## config.mk

```make
export PLATFORM = sky130hd
export DESIGN_NAME = i2c_addr_status
export DESIGN_NICKNAME = d
export VERILOG_FILES = /design/src/rtl/i2cst_pkg.sv /design/src/rtl/i2cst_line_sync.sv /design/src/rtl/i2cst_bit_track.sv /design/src/rtl/i2cst_addr_match.sv /design/src/rtl/i2c_addr_status.sv
export SDC_FILE = /design/constraint.sdc
export NUM_CORES = 1
export LEC_CHECK = 0
export CORE_MARGIN = 8
export CORE_UTILIZATION = 45
export DETAILED_ROUTE_END_ITERATION = 8
export HOLD_SLACK_MARGIN = 0.12
export PLACE_DENSITY = 0.89
export SLEW_MARGIN = 5
export SYNTH_ARGS = -nofsm -noshare
export SYNTH_HDL_FRONTEND = slang
export SYNTH_SLANG_ARGS = --single-unit
```

## constraint.sdc

```tcl
create_clock -name clk -period 3.1 [get_ports clk]
set_input_delay 0.62 -clock clk [delete_from_list [all_inputs] [get_ports clk]]
set_output_delay 0.62 -clock clk [all_outputs]
set_load 0.01 [all_outputs]
```

## src/rtl/i2cst_pkg.sv

```systemverilog
package i2cst_pkg;

    localparam int NUM_SLOTS  = 3;
    localparam int DATA_BITS  = 8;
    localparam int FRAME_BITS = DATA_BITS + 1;
    localparam int STAT_W     = 8;
    localparam int HOLD2_POS  = 5;
    localparam int STOP_POS   = 7;

    typedef logic [DATA_BITS-1:0] byte_t;

    typedef enum logic {
        FMT_7BIT  = 1'b0,
        FMT_10BIT = 1'b1
    } addr_fmt_e;

    typedef struct packed {
        logic start;
        logic stop;
        logic scl_rise;
        logic scl_fall;
        logic sda;
    } line_ev_t;

    function automatic logic slot_hit(addr_fmt_e fmt, byte_t rx, byte_t slot);
        if (fmt == FMT_10BIT)
            return rx == slot;
        return rx[DATA_BITS-1:1] == slot[DATA_BITS-1:1];
    endfunction

    function automatic logic [STAT_W-1:0] pack_status(
        logic [NUM_SLOTS-1:0] hits, logic hold2, logic stop_seen);
        logic [STAT_W-1:0] s;
        s                = '0;
        s[NUM_SLOTS-1:0] = hits;
        s[HOLD2_POS]     = hold2;
        s[STOP_POS]      = stop_seen;
        return s;
    endfunction

endpackage

```

## src/rtl/i2cst_line_sync.sv

```systemverilog
module i2cst_line_sync
    import i2cst_pkg::*;
#(
    parameter int STAGES = 2
) (
    input  logic     clk,
    input  logic     rst,
    input  logic     scl_in,
    input  logic     sda_in,
    output line_ev_t ev
);

    logic [STAGES-1:0] scl_pipe;
    logic [STAGES-1:0] sda_pipe;
    logic              scl_prev;
    logic              sda_prev;
    logic              scl_now;
    logic              sda_now;

    // idle bus is high, so reset to 1 to avoid a false edge
    always_ff @(posedge clk) begin
        if (rst) begin
            scl_pipe <= '1;
            sda_pipe <= '1;
            scl_prev <= 1'b1;
            sda_prev <= 1'b1;
        end else begin
            scl_pipe <= {scl_pipe[STAGES-2:0], scl_in};
            sda_pipe <= {sda_pipe[STAGES-2:0], sda_in};
            scl_prev <= scl_now;
            sda_prev <= sda_now;
        end
    end

    assign scl_now = scl_pipe[STAGES-1];
    assign sda_now = sda_pipe[STAGES-1];

    always_comb begin
        ev.sda      = sda_now;
        ev.scl_rise = scl_now & ~scl_prev;
        ev.scl_fall = ~scl_now & scl_prev;
        ev.start    = scl_now & scl_prev & sda_prev & ~sda_now;
        ev.stop     = scl_now & scl_prev & ~sda_prev & sda_now;
    end

    AST_STOP_NEEDS_SCL_HIGH: assert property (@(posedge clk) disable iff (rst)
        ev.stop |=> scl_prev);

endmodule

```

## src/rtl/i2cst_bit_track.sv

```systemverilog
module i2cst_bit_track
    import i2cst_pkg::*;
#(
    parameter int CNT_W = $clog2(FRAME_BITS + 1)
) (
    input  logic     clk,
    input  logic     rst,
    input  line_ev_t ev,
    output logic     first_done,
    output byte_t    rx_byte,
    output logic     data_end
);

    localparam logic [CNT_W-1:0] LAST_DATA = CNT_W'(DATA_BITS - 1);
    localparam logic [CNT_W-1:0] ACK_SLOT  = CNT_W'(DATA_BITS);

    logic                 active;
    logic                 first;
    logic [CNT_W-1:0]     cnt;
    logic [DATA_BITS-2:0] shreg;

    always_ff @(posedge clk) begin
        if (rst) begin
            active <= 1'b0;
            first  <= 1'b0;
            cnt    <= '0;
            shreg  <= '0;
        end else if (ev.start) begin
            active <= 1'b1;
            first  <= 1'b1;
            cnt    <= '0;
        end else if (ev.stop) begin
            active <= 1'b0;
            first  <= 1'b0;
            cnt    <= '0;
        end else if (active && ev.scl_rise) begin
            if (cnt == ACK_SLOT) begin
                cnt <= '0;
            end else begin
                shreg <= {shreg[DATA_BITS-3:0], ev.sda};
                cnt   <= cnt + 1'b1;
                if (cnt == LAST_DATA)
                    first <= 1'b0;
            end
        end
    end

    assign rx_byte    = {shreg, ev.sda};
    assign first_done = active & first & ev.scl_rise & (cnt == LAST_DATA);
    assign data_end   = active & ev.scl_fall & (cnt == ACK_SLOT);

    AST_CNT_BOUND: assert property (@(posedge clk) disable iff (rst)
        cnt <= ACK_SLOT);
    AST_START_RESTARTS: assert property (@(posedge clk) disable iff (rst)
        ev.start |=> (cnt == '0) && first);

endmodule

```

## src/rtl/i2cst_addr_match.sv

```systemverilog
module i2cst_addr_match
    import i2cst_pkg::*;
(
    input  logic                      clk,
    input  logic                      rst,
    input  logic                      match_en,
    input  addr_fmt_e                 fmt,
    input  logic                      cmp_valid,
    input  byte_t                     rx_byte,
    input  logic                      data_wr,
    input  logic [NUM_SLOTS-1:0][7:0] slots,
    output logic [NUM_SLOTS-1:0]      flags
);

    logic [NUM_SLOTS-1:0] hits;

    for (genvar i = 0; i < NUM_SLOTS; i++) begin : g_slot
        assign hits[i] = slot_hit(fmt, rx_byte, slots[i]);
    end

    // compare result wins over a host clear in the same cycle
    always_ff @(posedge clk) begin
        if (rst || !match_en)
            flags <= '0;
        else if (cmp_valid)
            flags <= hits;
        else if (data_wr)
            flags <= '0;
    end

    AST_MATCH_OFF_CLEARS: assert property (@(posedge clk) disable iff (rst)
        !match_en |=> flags == '0);
    AST_FLAGS_QUIET: assert property (@(posedge clk) disable iff (rst)
        (match_en && !cmp_valid && !data_wr) |=> $stable(flags));

endmodule

```

## src/rtl/i2c_addr_status.sv

```systemverilog
module i2c_addr_status
    import i2cst_pkg::*;
#(
    parameter int SYNC_STAGES = 2
) (
    input  logic                      clk,
    input  logic                      rst,
    input  logic                      scl_in,
    input  logic                      sda_in,
    input  logic                      bus_en,
    input  logic                      match_en,
    input  logic                      ten_bit,
    input  logic                      ack_irq_en,
    input  logic                      ack_clk_en,
    input  logic                      hold_n,
    input  logic                      data_wr,
    input  logic                      stop_clr_wr,
    input  logic                      hold2_set_wr,
    input  logic [NUM_SLOTS-1:0][7:0] slave_addr,
    output logic [STAT_W-1:0]         status,
    output logic                      scl_hold,
    output logic                      irq
);

    line_ev_t             ev;
    logic                 first_done;
    byte_t                rx_byte;
    logic                 data_end;
    logic [NUM_SLOTS-1:0] flags;
    logic                 hold2;
    logic                 stop_seen;

    i2cst_line_sync #(.STAGES(SYNC_STAGES)) u_sync (
        .clk    (clk),
        .rst    (rst),
        .scl_in (scl_in),
        .sda_in (sda_in),
        .ev     (ev)
    );

    i2cst_bit_track u_track (
        .clk        (clk),
        .rst        (rst),
        .ev         (ev),
        .first_done (first_done),
        .rx_byte    (rx_byte),
        .data_end   (data_end)
    );

    i2cst_addr_match u_match (
        .clk       (clk),
        .rst       (rst),
        .match_en  (match_en),
        .fmt       (addr_fmt_e'(ten_bit)),
        .cmp_valid (first_done),
        .rx_byte   (rx_byte),
        .data_wr   (data_wr),
        .slots     (slave_addr),
        .flags     (flags)
    );

    // ACK-phase hold: hardware drop wins over a host release
    always_ff @(posedge clk) begin
        if (rst) begin
            hold2 <= 1'b1;
            irq   <= 1'b0;
        end else begin
            irq <= 1'b0;
            if (!ack_irq_en) begin
                hold2 <= 1'b1;
            end else if (data_end && ack_clk_en) begin
                hold2 <= 1'b0;
                irq   <= hold2;
            end else if (hold2_set_wr) begin
                hold2 <= 1'b1;
            end
        end
    end

    always_ff @(posedge clk) begin
        if (rst || !bus_en)
            stop_seen <= 1'b0;
        else if (ev.stop)
            stop_seen <= 1'b1;
        else if (stop_clr_wr)
            stop_seen <= 1'b0;
    end

    assign scl_hold = ~hold_n | ~hold2;
    assign status   = pack_status(flags, hold2, stop_seen);

    AST_STATUS_PAD: assert property (@(posedge clk) disable iff (rst)
        !status[3] && !status[4] && !status[6]);
    AST_HOLD2_ACKOFF: assert property (@(posedge clk) disable iff (rst)
        !ack_irq_en |=> status[HOLD2_POS]);
    AST_HOLD_WHEN_HOLD2: assert property (@(posedge clk) disable iff (rst)
        !status[HOLD2_POS] |-> scl_hold);
    AST_STOP_BUSOFF: assert property (@(posedge clk) disable iff (rst)
        !bus_en |=> !status[STOP_POS]);
    AST_IRQ_SINGLE: assert property (@(posedge clk) disable iff (rst)
        irq |=> !irq);
    AST_IRQ_ON_FALL: assert property (@(posedge clk) disable iff (rst)
        irq |-> $fell(status[HOLD2_POS]));

endmodule

```

# Word-level counts from Yosys, hierarchy flattened
# Cells that the tools add are included.
[word_totals]
register_bits = 25
latchBits = 0
ram_bits = 0
romBits = 0
input_bits = 37
output_inout_bits = 10
word_cells = 84
mem_count = 0
[op_classes]
addsub = 1
n_mul = 0
n_div = 0
magnitude_cmp = 0
eq_ne = 9
shifts = 0
mux = 21
bitwise = 24
n_reduce_logical = 17
[op_table]
columns = ["cell", "count"]
rows = [
  ["8-bit == test", 3],
  ["7-bit == test", 3],
  ["1-bit 2-to-1 mux", 18],
  ["1-bit bitwise AND", 12],
  ["1-bit NOT", 11],
  ["2-bit nonzero test", 4],
  ["3-bit 2-to-1 mux", 2],
  ["3-bit nonzero test", 2],
  ["3-bit OR reduction", 2],
  ["4-bit by 1-bit adder with 4-bit output, second input constant", 1],
  ["4-bit by 3-bit == test with 1-bit output, second input constant", 1],
  ["4-bit == test, second input constant", 1],
  ["4-bit 2-to-1 mux", 1],
  ["4-bit AND reduction", 1],
  ["3-bit inequality test, second input constant", 1],
  ["3-bit AND reduction", 1],
  ["1-bit logical AND", 2],
  ["1-bit logical NOT", 2],
  ["1-bit logical OR", 2],
  ["2-bit OR reduction", 1],
  ["1-bit bitwise OR", 1],
]

# Longest topological paths before layout
# Gate-level depths: netlist of the first run.
[logic_depth]
word_depth = 7
ltp_mapped = 6
mapped_depth_nobuf = 6

# By module
# From an unflattened synthesis of the first run, not the netlist that was laid out.
[unflattened]
cells_unflattened = 140
area_unflattened_um2 = 1336.3
[by_module_without_submodules]
columns = ["module", "instances", "cells_per_inst", "area_each_um2", "seq_area_each_um2"]
rows = [
  ["i2cst_bit_track", 1, 64, 609.3, 260.2],
  ["i2cst_addr_match", 1, 42, 374.1, 60.1],
  ["i2cst_line_sync", 1, 17, 197.7, 120.1],
  ["i2c_addr_status", 1, 17, 155.1, 60.1],
]

# Least setup slack after synthesis of the first run
# No wires, ideal clock.
[synth_path]
kind = "in2reg"
from = "in slave_addr[14] in the netlist's numbering"
to = "reg u_match.flags[1]"
setup_ns = 0.092
arrival_ns = 1.308
required_ns = 3.008
path_slack_ns = 1.700
stages = 4
n_path_buf = 0
cell_sequence = "xor2_1 > nor4_1 > nand2_1 > o32ai_1"
[synth_between]
elab_chain_cells = 4
elab_cells_between_ends = 5
cone_classes = "eq/ne (2); mux (3)"
[synth_rtl]
columns = ["item", "line_no", "rtl"]
rows = [
  ["start: declaration", "i2c_addr_status.sv:19", "input logic [NUM_SLOTS-1:0][7:0] slave_addr,"],
  ["8-bit == test", "i2cst_pkg.sv:27", "return rx == slot;"],
  ["1-bit 2-to-1 mux", "i2cst_pkg.sv:26", "if (fmt == FMT_10BIT)"],
  ["1-bit 2-to-1 mux (*)", "i2cst_pkg.sv:28", "return rx[DATA_BITS-1:1] == slot[DATA_BITS-1:1];"],
  ["3-bit 2-to-1 mux (*)", "i2cst_addr_match.sv:25", "else if (cmp_valid)"],
  ["end signal: assignment", "i2cst_addr_match.sv:26", "flags <= hits;"],
  ["end: declaration", "i2cst_addr_match.sv:12", "output logic [NUM_SLOTS-1:0] flags"],
]
# Every way passes the cells marked *; elsewhere a longest branch is shown, timed or not. The select of a mux whose other input is x is not followed.
# A chain may end at the register's enable or synchronous reset.

# Worst setup path after layout of the first run
[layout_path]
from = "in hold_n"
to = "out scl_hold"
[layout_between]
elab_chain_cells = 2
[layout_rtl]
columns = ["item", "line_no", "rtl"]
rows = [
  ["start: declaration", "i2c_addr_status.sv:15", "input logic hold_n,"],
  ["1-bit NOT", "i2c_addr_status.sv:89", "assign scl_hold = ~hold_n | ~hold2;"],
  ["1-bit bitwise OR", "i2c_addr_status.sv:89", ""],
  ["end: declaration", "i2c_addr_status.sv:21", "output logic scl_hold,"],
]
# Every way passes these cells.

==> metrics.md, run 1 <==
| Metric | Value |
|---|---|
| Status | `finished clean` |
| Switching power | `between 100 and 150 uW` |
| Final instance area | `0.00174 mm2` |
| GR peak layer | `met2` |
| Worst ir drop on vdd | `0.000251 V` |
| Number of enable flip-flop cells after synthesis | `0` |
| Vias/cell | `approximately 5.5` |
| Crit path kind | `input port to output pin` |
| Setup Skew | `11.7 ps` |
| Die footprint | `roughly 0.005 mm2` |
| Main flop type after synthesis | `dfxtp_1` |
| Synth async-reset ratio | `0%` |
| Crit path DAT | `1610 ps` |
| Adder-cell share of the synthesized area | `under 10%` |
| Crit path from | `hold_n` |
| Yosys top cell by area | `dfxtp_1` |
| Setup violators final | `0` |
| Chip height | `70.3 um` |
| CP cell instances | `clkdlybuf4s50_1 > nand2_1 > clkdlybuf4s50_1` |
| Syn_area_per_cell | `8.49 um2` |
| PwrDens | `between 300 and 400 mW/mm2` |
| Clock network power share | `a little over a quarter` |
| Compound-gate portion of the synthesized area | `between 10 and 15%` |
| Clock latency on the worst-skew pair | `330 ps` |
| Antenna diode count | `0` |
| Hold_buf cts | `0` |
| Fillers | `223` |
| Cell with the most instances after synthesis | `dfxtp_1` |
| CP Data Required Time | `approximately 2500 ps` |
| RSZ-0062 raised after global routing | `false` |
| IO Pins | `47` |
| CTS H-tree lvls | `1` |
| Switching Share | `23.4%` |
| CTS Sinks | `25` |
| Crit path top cell by count | `clkdlybuf4s50_1` |
| Final Hold Viols | `0` |
| Seq pwr share | `58.6%` |
| Vias in the first global route | `1218` |
| First-pass GRT wire length | `5500 um` |
| Die width | `70.3 um` |
| Pin count of the biggest net entering global routing | `20` |
| Most frequent cells after synthesis | `dfxtp_1 (25), nand2_1 (18), xor2_1 (15)` |
| Drt pass-1 iters | `4` |
| Antenna violations before repair | `0` |
| Startpoint types | `input port` |
| Area grow syn2layout | `31.4%` |
| Worst hold path type | `flip-flop to flip-flop` |
| Post-synthesis sequential area ratio | `37.8%` |
| Crit path to | `scl_hold` |
| Core ar. | `0.00278 mm2` |
| Via count | `1198` |
| Setup TNS | `0 ps` |
| CTS tree | `yes` |
| Slowest-stage cell, CP | `clkdlybuf4s50_1` |
| Hold WS | `about 440 ps` |
| Synth Area in XOR/XNOR | `between 10% and 20%` |
| All-Layer GR Usage | `a little over an eighth` |
| CP bufs+invs | `2` |
| Overall routed net length | `3470 um` |
| Critical path's top delay family | `buffers and inverters` |
| Worst path max stage delay | `around 530 ps` |
| Grt total ovfl | `0` |
| CTS buffer count | `3` |
| Post-route ant nets | `0` |
| Post-synthesis simple-gate area fraction | `24.1%` |
| GP Congestion | `between 0.7 and 0.8` |
| Flip-flop and latch count after synthesis | `25` |
| Port Buffers | `43` |
| RR Endpoint | `u_match.flags[0]` |
| Worst-case clock buffer depth | `2` |
| Worst R2R Setup Slack | `around 1300 ps` |
| Crit share post-route | `72.0%` |
| Critical Path Sink Type | `output pin` |
| CTS root buf | `clkbuf_4` |
| Synthesized instance count | `~160` |
| Wire length per cell | `15.8 um` |
| GRT met2 Usage | `23.3%` |
| Fmax achieved | `about 450 MHz` |
| Mapped Area | `0.00133 mm2` |
| Worst-path maximum fanout | `1` |
| Clock slew at reported path FFs | `140 ps` |
| Pint | `433 uW` |
| Combinational power share | `between 10% and 20%` |
| GRT met1 Usage | `13.5%` |
| CP Depth | `3` |
| Initial core utilization | `47.6%` |
| Detailed-route DRC error count | `0` |
| Setup repair bufs after CTS | `0` |
| Post-synth top area share | `37.8%` |
| Combinational family with the most area after synthesis | `simple AND/OR/NAND/NOR gates` |
| 1st-iter DRT viols | `59` |
| Grt met3 use | `4.24%` |
| HPWL after detailed placement | `2740 um` |
| Tightest Pin Transition | `590 ps` |
| Yosys warnings | `0` |
| Number of placement rows | `19` |
| Worst-case reg-to-reg path depth | `4` |
| Lkg Pwr | `between 0.6 and 0.7 nW` |
| Max-slew violation count | `0` |
| Max-capacitance violation count | `0` |
| Minimum clock period | `2230 ps` |
| Launch point of the worst reg-to-reg path | `u_sync.scl_pipe[1]` |
| Number of library cell types mapped by synthesis | `32` |
| Nets | `228` |
| Max-slew headroom | `approximately three fifths` |
| Share of cells above drive strength 1 | `7.98%` |
| Cts repair resizes | `0` |
| Placed Area | `0.00171 mm2` |
| Power, Total | `about 570 uW` |
| Synth area leaders | `dfxtp_1 (38%), xor2_1 (9.9%), xnor2_1 (6.6%), nand2_1 (5.1%), nand3_1 (4.5%)` |
| Mux cell area share after synthesis | `0.850%` |
-- final cells by class --
class / instances / area, um2 / share of cell area [%]
clock buffer: 3 / 22.5 / 1.29
multi-input combinational: 114 / 736 / 42.3
inverter: 2 / 7.51 / 0.431
sequential: 25 / 500 / 28.8
clock inverter: 1 / 5.00 / 0.288
timing repair buffer: 43 / 430 / 24.7
tap: 31 / 38.8 / 2.23
-- metal layers --
layer	up-vias	share of wire [%]
met5	-	0
met4	0	3.8
met3	13	7.4
met2	46	50
met1	553	39
li1	586	-
-- per-stage QoR --
stage | utilization [%] | std cells | worst slack (ps)
final | 62.6 | 219 | 868
after global routing | 62.6 | 219 | 836
after CTS | 62.6 | 219 | 863
after detailed placement | 61.6 | 215 | 870
after global placement | 61.6 | 215 | 871
after floorplan | - | 158 | 1700
-- state kept, by name (all words and copies together) (netlist names) --
signal           count
hold2                1
irq                  1
stop_seen            1
u_match.flags        3
u_sync.scl_pipe      2
u_sync.scl_prev      1
u_sync.sda_pipe      2
u_sync.sda_prev      1
u_track.active       1
u_track.cnt          4
u_track.first        1
u_track.shreg        7
-- worst min-delay path by stage --
| stage | from | endpoint | slack, ps | depth (start not counted) |
|---|---|---|---|---|
| 3_3_place_gp | u_sync.scl_pipe[0] | u_sync.scl_pipe[1] | 390 | 1 |
| 5_1_grt | u_sync.sda_pipe[0] | u_sync.sda_pipe[1] | 450 | 1 |
| 3_5_place_dp | u_sync.sda_pipe[0] | u_sync.sda_pipe[1] | 410 | 1 |
| 4_1_cts | u_sync.sda_pipe[0] | u_sync.sda_pipe[1] | 440 | 1 |
| 2_1_floorplan | u_sync.scl_pipe[0] | u_sync.scl_pipe[1] | 390 | 1 |
| 6_report | u_sync.sda_pipe[0] | u_sync.sda_pipe[1] | 440 | 1 |
-- power groups by stage --
stage | clock (mW) | sequential (mW) | combinational (mW)
after global placement | 0 | 0.337 | 0.0839
after detailed placement | 0 | 0.338 | 0.0868
after CTS | 0.146 | 0.331 | 0.0876
after global routing | 0.164 | 0.332 | 0.0940
final | 0.147 | 0.331 | 0.0874
after floorplan | 0 | 0.336 | 0.0366
-- kinds of logic (layout without fill, tap and decap cells) --
family                     after synthesis  in the layout
AOI/OAI and AO/OA                       23             23
and+or+nand+nor                         60             60
adders and majority gates                2              2
DFF                                     25             25
xor gates and xnor gates                25             25
other                                    1              3
buffers and inverters                   19             49
muxes                                    1              1
-- layout by cell type (no fill, tap or decap), types with 2 or more instances in the layout --
cell             count
ha_1                 2
a31oi_1              2
nand3b_1             4
nor2b_1              3
xor2_1              15
nand3_1             12
conb_1               3
xnor2_1             10
nor2_1               6
o21ai_0              2
or2_2                7
a311oi_1             2
nor4_1               3
clkdlybuf4s50_1     43
nand2_1             18
inv_1                2
o32ai_1              4
clkbuf_4             3
a21oi_1             10
dfxtp_1             25
Note: power is estimated with default switching activity, not from simulation.
==> run 2: changes to the inputs <==
CORE_UTILIZATION = 44   (was 45)
PLACE_DENSITY = 0.88   (was 0.89)
clock period = 2.3 ns   (was 3.1 ns; I/O delays follow)
==> run 2 against run 1 <==
Against the previous run: critical path depth unchanged; flip-flop and latch count unchanged; power up 33%; first-iteration DRC count up 29%; combinational power up 34%; sequential power up 35%.
==> metrics.md, run 2 (synthesis gave the netlist of run 1 again) <==
| Metric | Value |
|---|---|
| Status | `finished clean` |
| Final instance area | `0.00177 mm2 (+1.4%)` |
| Final Hold Viols | `0 (unchanged)` |
| GP Congestion | `0.813 (+3.1%)` |
| Share of cells above drive strength 1 | `9.42% (+1.4 points)` |
| Port Buffers | `43 (unchanged)` |
| Setup repair bufs after CTS | `0 (unchanged)` |
| Most frequent cells in the layout | `clkdlybuf4s50_1 (43), dfxtp_1 (25), nand2_1 (18)` |
| Crit path top cell by count | `clkdlybuf4s50_1` |
| Slowest-stage cell, CP | `clkdlybuf4s50_1` |
| Minimum clock period | `1930 ps` |
| Grt total ovfl | `0 (unchanged)` |
| Top Registers | `u_track.shreg: 7 flops, u_track.cnt: 4 flops, u_match.flags: 3 flops` |
| Setup violators final | `0 (unchanged)` |
| CTS H-tree lvls | `1 (unchanged)` |
| Worst hold path type | `flip-flop to flip-flop` |
| Cells on Worst Hold Path | `1 (unchanged)` |
| Vias in the first global route | `1031 (-15%)` |
| Crit share post-route | `84.1%` |
| Setup Skew | `7.34 ps (-4.36 ps)` |
| Crit path DAT | `1470 ps (-140 ps)` |
| Number of placement rows | `20 (+1)` |
| Worst-path maximum fanout | `1 (unchanged)` |
| Crit path kind | `input port to output pin` |
| Antenna diode count | `0 (unchanged)` |
| RSZ-0062 raised after global routing | `false` |
| CTS root buf | `clkbuf_4` |
| Reg with most FFs | `u_track.shreg` |
| Startpoint types | `input port` |
| Core ar. | `0.00295 mm2 (+6.2%)` |
| Max-slew violation count | `0 (unchanged)` |
| Area grow syn2layout | `33.2%` |
| Initial core utilization | `44.9% (-2.8 points)` |
| CP bufs+invs | `2 (unchanged)` |
| 1st-iter DRT viols | `76 (+29%)` |
| Pin count of the biggest net entering global routing | `15 (-25%)` |
| First-pass GRT wire length | `5060 um (-8.0%)` |
| Seq pwr share | `59.1% (+0.5 points)` |
| Chip height | `70.9 um (+0.87%)` |
| Wire length per cell | `14.1 um (-11%)` |
| Via count | `1158 (-3.3%)` |
| CTS tree | `yes` |
| CP cell instances | `clkdlybuf4s50_1 > nand2_1 > clkdlybuf4s50_1` |
| Clock network power share | `25.3% (-0.7 points)` |
| Most common cell after layout, fill and taps aside | `clkdlybuf4s50_1` |
| Overall routed net length | `3150 um (-9.2%)` |
| Drt pass-1 iters | `4 (unchanged)` |
| Vias/cell | `5.17 (-5.5%)` |
| Die footprint | `0.00502 mm2 (+1.7%)` |
| CTS Sinks | `25 (unchanged)` |
| Hold_buf cts | `0 (unchanged)` |
| All-Layer GR Usage | `12.4% (-1.0 points)` |
| Clock latency on the worst-skew pair | `310 ps (-20 ps)` |
| Fmax achieved | `517 MHz` |
| Cts repair resizes | `0 (unchanged)` |
| Setup TNS | `0 ps (unchanged)` |
| CTS buffer count | `3 (unchanged)` |
| IO Pins | `47 (unchanged)` |
| Clock slew at reported path FFs | `140 ps (about the same)` |
| Antenna violations before repair | `0 (unchanged)` |
| Worst ir drop on vdd | `0.000378 V (+51%)` |
| Post-route ant nets | `0 (unchanged)` |
| Die width | `70.9 um (+0.87%)` |
| Critical path's top delay family | `buffers and inverters` |
| Critical Path Sink Type | `output pin` |
| PwrDens | `427 mW/mm2 (+31%)` |
| Pint | `584 uW (+35%)` |
| Placed Area | `0.00174 mm2 (+1.5%)` |
| Combinational power share | `15.6% (about the same)` |
| Switching power | `169 uW (+28%)` |
| CP Data Required Time | `1840 ps (-640 ps)` |
| Max-capacitance violation count | `0 (unchanged)` |
| Nets | `231 (+1.3%)` |
| Switching Share | `22.5% (-0.97 points)` |
| Max FFs per register | `7 (unchanged)` |
| Worst-case reg-to-reg path depth | `4 (unchanged)` |
| Detailed-route DRC error count | `0 (unchanged)` |
| Worst-case clock buffer depth | `2 (unchanged)` |
| CP Depth | `3 (unchanged)` |
| Worst path max stage delay | `530 ps (about the same)` |
| Lkg Pwr | `0.658 nW (+2.2%)` |
| HPWL after detailed placement | `2510 um (-8.5%)` |
-- run 2: changes by cell type in the layout (fill, tap and decap cells not counted) --
cell | before | now
buf_4 | 0 | 3
-- run 2: path summary, 6_finish.rpt --
| kind | to | from | slack (ps) |
|---|---|---|---|
| hold / removal | u_sync.scl_pipe[1] | u_sync.scl_pipe[0] | 420 |
| setup reg to reg | u_match.flags[0] | u_sync.scl_pipe[1] | 750 |
| setup / recovery | scl_hold | hold_n | 370 |
| hold reg to reg | u_sync.scl_pipe[1] | u_sync.scl_pipe[0] | 420 |
-- run 2: metrics by stage --
stage               std cells  hold slack (ps)  util, %  total power, mW  worst slack (ps)
global route              224              451     59.8            0.796               335
finish                    224              418     59.8            0.754               366
global placement          220              394     58.9            0.570               394
CTS                       224              425     59.8            0.762               369
floorplan                 158              389        -            0.502               964
detailed placement        220              394     58.9            0.572               377
-- run 2: area by class of cell --
cell class / count / area [um2]
flip-flops and latches: 25 / 500
repair buffers: 46 / 453
clock buffers: 3 / 22.5
clock inverters: 1 / 5.00
fillers: 254 / 1190
inverters: 2 / 7.51
multi-input cells: 114 / 736
well taps: 33 / 41.3
-- run 2: metal layers --
| layer | wire length (um) | GRT usage (%) | vias up |
|---|---|---|---|
| met3 | 173 | 4.24 | 6 |
| met2 | 1530 | 20.3 | 32 |
| met5 | 0 | 0 | - |
| li1 | - | - | 593 |
| met1 | 1380 | 14.4 | 527 |
| met4 | 62 | 4.62 | 0 |
-- run 2: power groups by stage --
stage                     registers [mW]  logic, mW  clock network [mW]
after floorplan                    0.452     0.0494                   0
after global placement             0.455      0.115                   0
after detailed placement           0.455      0.117                   0
after CTS                          0.446      0.118               0.199
after global routing               0.447      0.128               0.221
final                              0.446      0.117               0.191
==> run 3: changes to the inputs <==
clock period = 1.87 ns   (was 2.3 ns; I/O delays follow)
==> run 3 against run 2 <==
Against the previous run: critical path depth did not move; non-clock buffer count rose by 1; routed wire length rose by 3.4%; count of clock-buffer cells in the layout did not move; die area did not move; worst setup slack got worse by 240 ps; worst hold slack improved by 6.7 ps; via count rose by 1.0%; clock power rose by 38%; highest routed layer unchanged.
==> metrics.md, run 3 (synthesis gave the netlist of run 1 again) <==
| Metric | Value |
|---|---|
| Worst ir drop on vdd | `0.000348 V (-7.9%)` |
| Drt pass-1 iters | `4 (unchanged)` |
| HPWL after detailed placement | `2620 um (+4.4%)` |
| Worst-path maximum fanout | `1 (unchanged)` |
| Worst hold path type | `flip-flop to flip-flop` |
| Max-capacitance violation count | `0 (unchanged)` |
| Antenna diode count | `0 (unchanged)` |
| Fmax achieved | `573 MHz` |
| Minimum clock period | `1740 ps` |
| Nets | `232 (+0.43%)` |
| Power, Total | `960 uW (+27%)` |
| Post-Place Setup Slack | `118 ps (-259 ps)` |
| Core ar. | `0.00295 mm2 (unchanged)` |
| Setup Skew | `12.4 ps (+5.02 ps)` |
| Hold_buf cts | `0 (unchanged)` |
| Vias in the first global route | `1195 (+16%)` |
| Switching Share | `24.2% (+1.7 points)` |
| Critical Path Sink Type | `output pin` |
| Number of placement rows | `20 (unchanged)` |
| Clock latency on the worst-skew pair | `340 ps (+30 ps)` |
| Multi-input combinational cell area | `736 um2 (unchanged)` |
| Register area | `500 um2 (unchanged)` |
| Combinational power share | `15.4% (-0.2 points)` |
| Switching power | `232 uW (+37%)` |
| Startpoint types | `input port` |
| Inst Count DP | `221 (+0.45%)` |
| Detailed-route DRC error count | `0 (unchanged)` |
| Crit path kind | `input port to output pin` |
| Die footprint | `0.00502 mm2 (unchanged)` |
| Crit path DAT | `1370 ps (-100 ps)` |
| Pin count of the biggest net entering global routing | `17 (+2)` |
| CTS buffer count | `3 (unchanged)` |
| Placed Area | `0.00175 mm2 (+0.43%)` |
| GP Congestion | `0.817 (+0.50%)` |
| Fillers | `251 (-1.2%)` |
| Worst-case clock buffer depth | `2 (unchanged)` |
| Antenna violations before repair | `0 (unchanged)` |
| CTS H-tree lvls | `1 (unchanged)` |
| Reg with most FFs | `u_track.shreg` |
| Status | `finished clean` |
| CTS Sinks | `25 (unchanged)` |
| IO Pins | `47 (unchanged)` |
| Lkg Pwr | `0.663 nW (+0.83%)` |
| Fin worst setup slack | `126 ps (-240 ps)` |
| Overall routed net length | `3260 um (+3.4%)` |
| Area grow syn2layout | `34.1%` |
| Crit share post-route | `93.3%` |
| Initial core utilization | `44.9% (unchanged)` |
| Setup violators final | `0 (unchanged)` |
| First-pass GRT wire length | `5360 um (+6.0%)` |
| Clock network power share | `27.4% (+2.1 points)` |
| Max FFs per register | `7 (unchanged)` |
| All-Layer GR Usage | `13.2% (+0.88 points)` |
| Final instance area | `0.00178 mm2 (+0.64%)` |
| Setup TNS | `0 ps (unchanged)` |
| Die width | `70.9 um (unchanged)` |
| Cts repair resizes | `0 (unchanged)` |
| Setup repair bufs after CTS | `0 (unchanged)` |
| Chip height | `70.9 um (unchanged)` |
| Pint | `728 uW (+25%)` |
| 1st-iter DRT viols | `55 (-28%)` |
| Post-route ant nets | `0 (unchanged)` |
| Via count | `1170 (+1.0%)` |
| Grt total ovfl | `0 (unchanged)` |
| PwrDens | `541 mW/mm2 (+27%)` |
| CTS tree | `yes` |
| Vias/cell | `5.20 (+0.59%)` |
| Layout Utilization | `60.2% (+0.38 points)` |
| Final Hold Viols | `0 (unchanged)` |
| Clock slew at reported path FFs | `150 ps (about the same)` |
| Most common cell after layout, fill and taps aside | `clkdlybuf4s50_1` |
| Hold WS | `425 ps (+6.65 ps)` |
| RSZ-0062 raised after global routing | `false` |
| Most frequent cells in the layout | `clkdlybuf4s50_1 (43), dfxtp_1 (25), nand2_1 (18)` |
| CTS root buf | `clkbuf_4` |
| Share of cells above drive strength 1 | `9.90% (+0.47 points)` |
| Wire length per cell | `14.5 um (+2.9%)` |
| Port Buffers | `43 (unchanged)` |
| Top Registers | `u_track.shreg: 7 flops, u_track.cnt: 4 flops, u_match.flags: 3 flops` |
| Max-slew violation count | `0 (unchanged)` |
| Seq pwr share | `57.1% (-2.0 points)` |
| Finished Layout Cells | `225 (+0.45%)` |
| CP Data Required Time | `1500 ps (-340 ps)` |
==> run 3: changes by cell type in the layout (fill, tap and decap cells not counted) <==
| cell | change |
|---|---|
| buf_4 | +1 |
| clkinv_2 | -1 |
| inv_6 | +1 |
==> run 3: worst paths after layout <==
kind	startpoint	end	slack [ps]	depth (start not counted)
worst max-delay path	hold_n	scl_hold	130	3
worst min register to register	u_sync.sda_pipe[0]	u_sync.sda_pipe[1]	430	1
worst min-delay path	u_sync.sda_pipe[0]	u_sync.sda_pipe[1]	430	1
worst max register to register	u_sync.scl_pipe[1]	u_match.flags[2]	270	4
==> run 3: cell type report <==
cell class | count | area share (%)
clock inverters | 1 | 0.493
well taps | 33 | 2.32
inverters | 2 | 0.423
clock buffers | 3 | 1.27
flip-flops and latches | 25 | 28.2
repair buffers | 47 | 25.9
multi-input cells | 114 | 41.4
==> run 3: power by group through the flow <==
stage	logic, mW	clock network (mW)	registers (mW)
2_1_floorplan	0.0607	0	0.556
3_3_place_gp	0.143	0	0.560
3_5_place_dp	0.148	0	0.560
4_1_cts	0.149	0.275	0.549
5_1_grt	0.160	0.299	0.551
6_report	0.148	0.264	0.549
==> run 3: critical path, cell delays in order <==
cell	delay (ps)
clkdlybuf4s50_1	400
nand2_1	60
clkdlybuf4s50_1	530
==> run 3: metal layers <==
metal  share of wire, %  up-vias  GRT usage (%)  routed length [um]
met5                  0        -              0                   0
met4                2.0        0           5.08                  66
met3                6.1        7           4.38                 198
met2                 50       31           24.0                1630
met1                 42      536           13.7                1360
li1                   -      596              -                   -
